--- config.mk ---
export PLATFORM = sky130hd
export DESIGN_NAME = msi_doorbell_bank
export DESIGN_NICKNAME = d
export VERILOG_FILES = /design/src/rtl/msi_bank_pkg.sv /design/src/rtl/msi_bank_ctrl.sv /design/src/rtl/msi_bank_datapath.sv /design/src/rtl/msi_bank_irq.sv /design/src/rtl/msi_doorbell_bank.sv
export SDC_FILE = /design/constraint.sdc
export NUM_CORES = 1
export LEC_CHECK = 0
export BUFFER_PORTS_ARGS = -buffer_cell sky130_fd_sc_hd__buf_2
export CORE_MARGIN = 2
export CORE_UTILIZATION = 51
export CTS_CLUSTER_DIAMETER = 40
export DETAILED_ROUTE_END_ITERATION = 8
export GPL_ROUTABILITY_DRIVEN = 0
export PLACE_DENSITY = 0.76
export SETUP_SLACK_MARGIN = 0.4
export SLEW_MARGIN = 5
export SYNTH_ARGS = -nofsm -noshare
export SYNTH_HDL_FRONTEND = slang
export SYNTH_HIERARCHICAL = 1
export SYNTH_SLANG_ARGS = --single-unit
--- constraint.sdc ---
create_clock -name clk -period 2.75 [get_ports clk]
set_input_delay 0.275 -clock clk [delete_from_list [all_inputs] [get_ports clk]]
set_output_delay 0.275 -clock clk [all_outputs]
set_load 0.02 [all_outputs]
--- src/rtl/msi_bank_pkg.sv ---
package msi_bank_pkg;

  typedef enum logic [2:0] {
    SEL_NONE    = 3'd0,
    SEL_ADDR_LO = 3'd1,
    SEL_ADDR_HI = 3'd2,
    SEL_ENABLE  = 3'd3,
    SEL_MASK    = 3'd4,
    SEL_STATUS  = 3'd5
  } regSel_e;

  // Strobes from control to datapath, valid for one cycle
  typedef struct packed {
    logic    wrAddrLo;
    logic    wrAddrHi;
    logic    wrEnable;
    logic    wrMask;
    logic    wrStatus;
    logic    rdLoad;
    regSel_e rdSel;
    logic    dbHit;
  } strobes_t;

endpackage

--- src/rtl/msi_bank_ctrl.sv ---
module msi_bank_ctrl
  import msi_bank_pkg::*;
#(
  parameter int unsigned ADDR_W = 12,
  parameter int unsigned DATA_W = 32,
  parameter logic [ADDR_W-1:0] OFF_ADDR_LO = 'h820,
  parameter logic [ADDR_W-1:0] OFF_ADDR_HI = 'h824,
  parameter logic [ADDR_W-1:0] OFF_ENABLE  = 'h828,
  parameter logic [ADDR_W-1:0] OFF_MASK    = 'h82C,
  parameter logic [ADDR_W-1:0] OFF_STATUS  = 'h830,
  localparam int unsigned VEC_W  = $clog2(DATA_W),
  localparam int unsigned BE_W   = DATA_W / 8,
  localparam int unsigned DADR_W = 2 * DATA_W
) (
  input  logic              regValid,
  input  logic              regWrite,
  input  logic [ADDR_W-1:0] regAddr,
  input  logic              dbValid,
  input  logic [DADR_W-1:0] dbAddr,
  input  logic [DATA_W-1:0] dbData,
  input  logic [BE_W-1:0]   dbByteEn,
  input  logic [DADR_W-1:0] curBase,
  input  logic              windowOpen,
  output strobes_t          stb,
  output logic [VEC_W-1:0]  dbVec
);

  logic    isWr;
  logic    isRd;
  regSel_e sel;
  logic    vecInRange;
  logic    fullWord;
  logic    addrMatch;

  always_comb begin
    if (regAddr == OFF_ADDR_LO)      sel = SEL_ADDR_LO;
    else if (regAddr == OFF_ADDR_HI) sel = SEL_ADDR_HI;
    else if (regAddr == OFF_ENABLE)  sel = SEL_ENABLE;
    else if (regAddr == OFF_MASK)    sel = SEL_MASK;
    else if (regAddr == OFF_STATUS)  sel = SEL_STATUS;
    else                             sel = SEL_NONE;
  end

  assign isWr = regValid && regWrite;
  assign isRd = regValid && !regWrite;

  assign vecInRange = (dbData < DATA_W);
  assign fullWord   = &dbByteEn;
  assign addrMatch  = (dbAddr == curBase);
  assign dbVec      = dbData[VEC_W-1:0];

  always_comb begin
    stb          = '0;
    stb.wrAddrLo = isWr && (sel == SEL_ADDR_LO);
    stb.wrAddrHi = isWr && (sel == SEL_ADDR_HI);
    stb.wrEnable = isWr && (sel == SEL_ENABLE);
    stb.wrMask   = isWr && (sel == SEL_MASK);
    stb.wrStatus = isWr && (sel == SEL_STATUS);
    stb.rdLoad   = isRd;
    stb.rdSel    = sel;
    stb.dbHit    = dbValid && windowOpen && fullWord && addrMatch && vecInRange;
  end

endmodule

--- src/rtl/msi_bank_datapath.sv ---
module msi_bank_datapath
  import msi_bank_pkg::*;
#(
  parameter int unsigned DATA_W = 32,
  localparam int unsigned VEC_W  = $clog2(DATA_W),
  localparam int unsigned DADR_W = 2 * DATA_W
) (
  input  logic              clk,
  input  logic              rst,
  input  strobes_t          stb,
  input  logic [VEC_W-1:0]  dbVec,
  input  logic [DATA_W-1:0] regWdata,
  output logic [DATA_W-1:0] regRdata,
  output logic [DADR_W-1:0] curBase,
  output logic              windowOpen,
  output logic [DATA_W-1:0] enableWord,
  output logic [DATA_W-1:0] maskWord,
  output logic [DATA_W-1:0] statusWord,
  output logic [DATA_W-1:0] statusNext
);

  logic [DATA_W-1:0] baseLo;
  logic [DATA_W-1:0] baseHi;
  logic [DATA_W-1:0] setBits;
  logic [DATA_W-1:0] afterToggle;
  logic [DATA_W-1:0] rdMux;

  // Per-vector capture: a bit is set only for the addressed, enabled vector
  for (genvar i = 0; i < DATA_W; i++) begin : g_capture
    assign setBits[i] = stb.dbHit && (dbVec == VEC_W'(i)) && enableWord[i];
  end

  assign afterToggle = stb.wrStatus ? (statusWord ^ regWdata) : statusWord;
  assign statusNext  = afterToggle | setBits;
  assign curBase     = {baseHi, baseLo};
  assign windowOpen  = |enableWord;

  always_ff @(posedge clk) begin
    if (rst) begin
      baseLo     <= '0;
      baseHi     <= '0;
      enableWord <= '0;
      maskWord   <= '0;
      statusWord <= '0;
    end else begin
      if (stb.wrAddrLo) baseLo     <= regWdata;
      if (stb.wrAddrHi) baseHi     <= regWdata;
      if (stb.wrEnable) enableWord <= regWdata;
      if (stb.wrMask)   maskWord   <= regWdata;
      statusWord <= statusNext;
    end
  end

  always_comb begin
    case (stb.rdSel)
      SEL_ADDR_LO: rdMux = baseLo;
      SEL_ADDR_HI: rdMux = baseHi;
      SEL_ENABLE:  rdMux = enableWord;
      SEL_MASK:    rdMux = maskWord;
      SEL_STATUS:  rdMux = statusWord;
      default:     rdMux = '0;
    endcase
  end

  always_ff @(posedge clk) begin
    if (rst)             regRdata <= '0;
    else if (stb.rdLoad) regRdata <= rdMux;
  end

endmodule

--- src/rtl/msi_bank_irq.sv ---
module msi_bank_irq #(
  parameter int unsigned DATA_W = 32
) (
  input  logic              clk,
  input  logic              rst,
  input  logic              dbHit,
  input  logic              wrStatus,
  input  logic [DATA_W-1:0] statusNext,
  input  logic [DATA_W-1:0] maskWord,
  output logic              irqOut
);

  logic raise;
  logic drop;

  // Raised only by doorbell traffic, dropped only by a clearing status write
  assign raise = dbHit && |(statusNext & ~maskWord);
  assign drop  = wrStatus && (statusNext == '0);

  always_ff @(posedge clk) begin
    if (rst)        irqOut <= 1'b0;
    else if (raise) irqOut <= 1'b1;
    else if (drop)  irqOut <= 1'b0;
  end

endmodule

--- src/rtl/msi_doorbell_bank.sv ---
module msi_doorbell_bank
  import msi_bank_pkg::*;
#(
  parameter int unsigned ADDR_W = 12,
  parameter int unsigned DATA_W = 32,
  parameter logic [ADDR_W-1:0] OFF_ADDR_LO = 'h820,
  parameter logic [ADDR_W-1:0] OFF_ADDR_HI = 'h824,
  parameter logic [ADDR_W-1:0] OFF_ENABLE  = 'h828,
  parameter logic [ADDR_W-1:0] OFF_MASK    = 'h82C,
  parameter logic [ADDR_W-1:0] OFF_STATUS  = 'h830,
  localparam int unsigned VEC_W  = $clog2(DATA_W),
  localparam int unsigned BE_W   = DATA_W / 8,
  localparam int unsigned DADR_W = 2 * DATA_W
) (
  input  logic              clk,
  input  logic              rst,
  input  logic              regValid,
  input  logic              regWrite,
  input  logic [ADDR_W-1:0] regAddr,
  input  logic [DATA_W-1:0] regWdata,
  output logic [DATA_W-1:0] regRdata,
  input  logic              dbValid,
  input  logic [DADR_W-1:0] dbAddr,
  input  logic [DATA_W-1:0] dbData,
  input  logic [BE_W-1:0]   dbByteEn,
  output logic              irqOut
);

  strobes_t          stb;
  logic [VEC_W-1:0]  dbVec;
  logic [DADR_W-1:0] curBase;
  logic              windowOpen;
  logic [DATA_W-1:0] enableWord;
  logic [DATA_W-1:0] maskWord;
  logic [DATA_W-1:0] statusWord;
  logic [DATA_W-1:0] statusNext;

  msi_bank_ctrl #(
    .ADDR_W(ADDR_W), .DATA_W(DATA_W),
    .OFF_ADDR_LO(OFF_ADDR_LO), .OFF_ADDR_HI(OFF_ADDR_HI),
    .OFF_ENABLE(OFF_ENABLE), .OFF_MASK(OFF_MASK), .OFF_STATUS(OFF_STATUS)
  ) u_ctrl (
    .regValid(regValid), .regWrite(regWrite), .regAddr(regAddr),
    .dbValid(dbValid), .dbAddr(dbAddr), .dbData(dbData), .dbByteEn(dbByteEn),
    .curBase(curBase), .windowOpen(windowOpen),
    .stb(stb), .dbVec(dbVec)
  );

  msi_bank_datapath #(.DATA_W(DATA_W)) u_dp (
    .clk(clk), .rst(rst), .stb(stb), .dbVec(dbVec), .regWdata(regWdata),
    .regRdata(regRdata), .curBase(curBase), .windowOpen(windowOpen),
    .enableWord(enableWord), .maskWord(maskWord),
    .statusWord(statusWord), .statusNext(statusNext)
  );

  msi_bank_irq #(.DATA_W(DATA_W)) u_irq (
    .clk(clk), .rst(rst), .dbHit(stb.dbHit), .wrStatus(stb.wrStatus),
    .statusNext(statusNext), .maskWord(maskWord), .irqOut(irqOut)
  );

endmodule

==> reports/qor.csv <==
stage;metric;value;unit
outcome;status;finished with violations;
outcome;failing checks;negative setup slack;
grt;first-pass GRT wire length;56800;um
synth;area share of the largest cell type after synthesis;36.6;%
detailed_routing;DRT Wirelength;37700;um
synth;register area share after synthesis;36.6;%
floorplanning;chip width;148;um
floorplanning;Core Rows;52;
setup_path;Worst setup SP type;flop;
detailed_routing;violation count after the first detailed-route iteration;1229;
synth;Post-synth EDFFs;0;
synth;Syn Inst Count;1127;
setup_path;critical path's largest stage delay;0.36;ns
pwr;worst vdd ir;0.430;mV
detailed_routing;drc violations;0;
synth;mean area per synthesized cell;9.38;sq um
synth;Synth Area in Compound Gates;16.6;%
clocking;H-tree levels;4;
timing;Rel. slew slack;55.1;%
setup_path;Slowest-stage cell, CP;dfxtp_1;
final_layout;Area Overhead vs Synth;31.9;%
job;max-cap violations;0;
synth;top post-synthesis cells by area;dfxtp_1 (37%), mux2i_1 (12%), mux2_2 (6.8%);
setup_path;crit-path leading delay family;simple AND/OR/NAND/NOR gates;
final_layout;FILL cells;1494;
synth;simple-gate share of the synthesized area;17.0;%
placed_design;pre-CTS WS;-0.573;ns
grt;global router's overall resource usage;33.4;%
clocking;CTS buffer count;17;
synth;cell with the most instances after synthesis;dfxtp_1;
floorplanning;die area;21900;sq um
clocking;Clock Sinks;193;
detailed_routing;drt pass-1 iters;6;
detailed_routing;DR WL/cell;22.0;um
setup_path;Worst Path Arrival;3.85;ns
synth;largest family of logic cells by synthesized area;multiplexers;
synth;Post-synth top cells;dfxtp_1 (193), nor2_1 (139), mux2i_1 (128);
setup_path;worst path required time;3.08;ns
synth;Yosys warning count;6;
floorplanning;Core Box Area;20300;sq um
setup_path;CP cell instances;nor4_4, buf_4, nand4_1, or2_4, nand2_2, nor3_2, nand4_1, nor4_4, buf_4, and4b_2, buf_4, buf_6, a32o_2, inv_1, o22ai_1, nor4_1, nand4_1, a32o_1;
timing;max-slew violation count;0;
timing;final hold vios;0;
synth;syn nets;1276;
detailed_routing;via/cell ratio;6.13;
clocking;TritonCTS clock tree;done;
timing;final setup fails;9;
pwr;Cell Pwr Density;408;nW/um^2
synth;Unique masters post-synth;51;
setup_path;critical path buffer and inverter count;5;
floorplanning;Initial Util;52.1;%
clocking;CTS max path bufs;2;
timing;clock skew;0.0105;ns
synth;Synth async-reset ratio;0;%
synth;Post-Synth XOR/XNOR Area;4.97;%
placed_design;Buffers on Ports;181;
setup_path;CP endpoint kind;flop;
detailed_routing;via count;10500;
pwr;Leak;0.00565;uW
synth;Synth area leader;dfxtp_1;
grt;pin count of the biggest net entering global routing;69;
clocking;root buf cell;clkbuf_16;
setup_path;critical path class;reg2reg;
timing;Tcrit/Tclk final;128;%
clocking;worst skew pair latency;0.45;ns
floorplanning;Die Ht;148;um
synth;Post-Synth Adder-Cell Area;0;%
timing;crit path time final;3.52;ns
placed_design;DP Wirelength;27300;um
synth;mux cell area share after synthesis;18.9;%
timing;unrepaired setup endpoints after global routing;true;
clocking;clock slew at reported path FFs;0.07;ns
final_layout;share of cells above drive strength 1;42.6;%
detailed_routing;Antenna Nets Post-Route;0;
timing;Setup WS post-layout;-0.765;ns
floorplanning;IO Count;182;
timing;fmax;284;MHz
worst_hold_path;Min-Delay Path Class;in2reg;
synth;top_reg_cell synth;dfxtp_1;
synth;Synth Register Bits;193;
synth;cell area after synthesis;10600;sq um
grt;antenna violations before repair;2;
final_layout;final net count;1581;
final_layout;Final Core Density;68.7;%
timing;Worst-Margin Slew;0.674;ns
grt;vias in the first global route;10300;
grt;grt ovf;0;
setup_path;worst-path maximum fanout;5;
==> cell usage in the layout, fill, tap and decap left out, drive strengths merged, types with 2 or more instances in the layout <==
| cell | count |
|---|---|
| buf | 370 |
| dfxtp | 193 |
| nor2 | 139 |
| mux2i | 128 |
| a21oi | 72 |
| nor2b | 65 |
| mux2 | 64 |
| inv | 49 |
| xnor2 | 39 |
| a22oi | 33 |
| a211oi | 33 |
| nand4 | 30 |
| nor4 | 30 |
| nand3 | 25 |
| a32o | 25 |
| a21o | 24 |
| o22ai | 21 |
| xor2 | 21 |
| nand2 | 21 |
| clkbuf | 19 |
| nor3 | 6 |
| diode | 4 |
| clkinvlp | 4 |
| clkinv | 4 |
| and4b | 3 |
| and4bb | 3 |
| nor4b | 3 |
| bufinv | 2 |
| nor3b | 2 |
| nand2b | 2 |
| or3 | 2 |
==> area by class of cell <==
type / count / area [sq um] / area share [%]
Sequential cell: 193 / 3870 / 27.7
Inverter: 47 / 176 / 1.27
Antenna cell: 4 / 10.0 / 0.0718
Timing Repair Buffer: 370 / 2570 / 18.4
Clock buffer: 19 / 433 / 3.11
Tap cell: 270 / 338 / 2.42
Clock inverter: 12 / 135 / 0.969
Multi-Input combinational cell: 803 / 6410 / 46.0
==> flip-flops by register name, summed over array words and instances (netlist names) <==
register         cells
u_irq/irqOut         1
u_dp/enableWord     32
u_dp/baseHi         32
u_dp/regRdata       32
u_dp/maskWord       32
u_dp/baseLo         32
u_dp/statusWord     32
==> timing repair <==
item / CTS / global route
pin swaps: 21 / 17
cloned: 1 / 0
gates resized for setup: 51 / 44
endpoints found under the setup margin: 33 / 49
endpoints found under the hold margin: 0 / 0
setup buffers: 4 / 8
hold buffers: 0 / 0
==> power by group <==
part	switching, uW	total [uW]	leakage (uW)	internal (uW)
clock network	1140	2480	0.000266	1340
registers	0.118	2790	0.00156	2790
logic	261	414	0.00382	152
total	1400	5690	0.00565	4280
==> worst paths after layout <==
path / start / to / slack, ns / depth (start not counted)
max: u_dp/enableWord[17] / u_irq/irqOut / -0.77 / 18
min: regWdata[29] / u_dp/baseHi[29] / 0.15 / 3
max reg2reg: u_dp/enableWord[17] / u_irq/irqOut / -0.77 / 18
min reg2reg: u_dp/baseLo[24] / u_dp/baseLo[24] / 0.54 / 2
==> worst min-delay path, delay by kind of cell <==
family	cells	cell delay (ns)
buf+inv	1	0.13
mux	1	0.08
simple gates	1	0.07
==> routing by layer <==
layer,up-vias,track usage [%],wire (um)
met1,5022,42.5,14500
met5,-,0,0
li1,4668,-,-
met2,679,54.0,17400
met3,163,6.23,3780
met4,0,17.3,1990
==> logic make-up (layout without fill, tap and decap cells) <==
| logic type | Yosys count | in the layout |
|---|---|---|
| simple gates | 335 | 335 |
| flops | 193 | 193 |
| xor+xnor | 60 | 60 |
| other cells | 0 | 4 |
| buf+inv | 131 | 448 |
| compound gates | 216 | 216 |
| mux | 192 | 192 |
==> metrics by stage <==
| step | area [sq um] | hold slack (ns) | cells | TNS [ns] | power, uW |
|---|---|---|---|---|---|
| final | 13900 | 0.154 | 1718 | -1.34 | 5690 |
| after global routing | 13900 | 0.161 | 1716 | -2.14 | 5800 |
| after CTS | 13700 | 0.138 | 1706 | -0.456 | 5670 |
| after detailed placement | 12900 | 0.523 | 1670 | -0.922 | 3250 |
| after global placement | 12900 | 0.511 | 1670 | -0.451 | 3250 |
| after floorplan | 10600 | 0.422 | 1127 | 0 | 3000 |
Power figures use the tool's default switching activity.
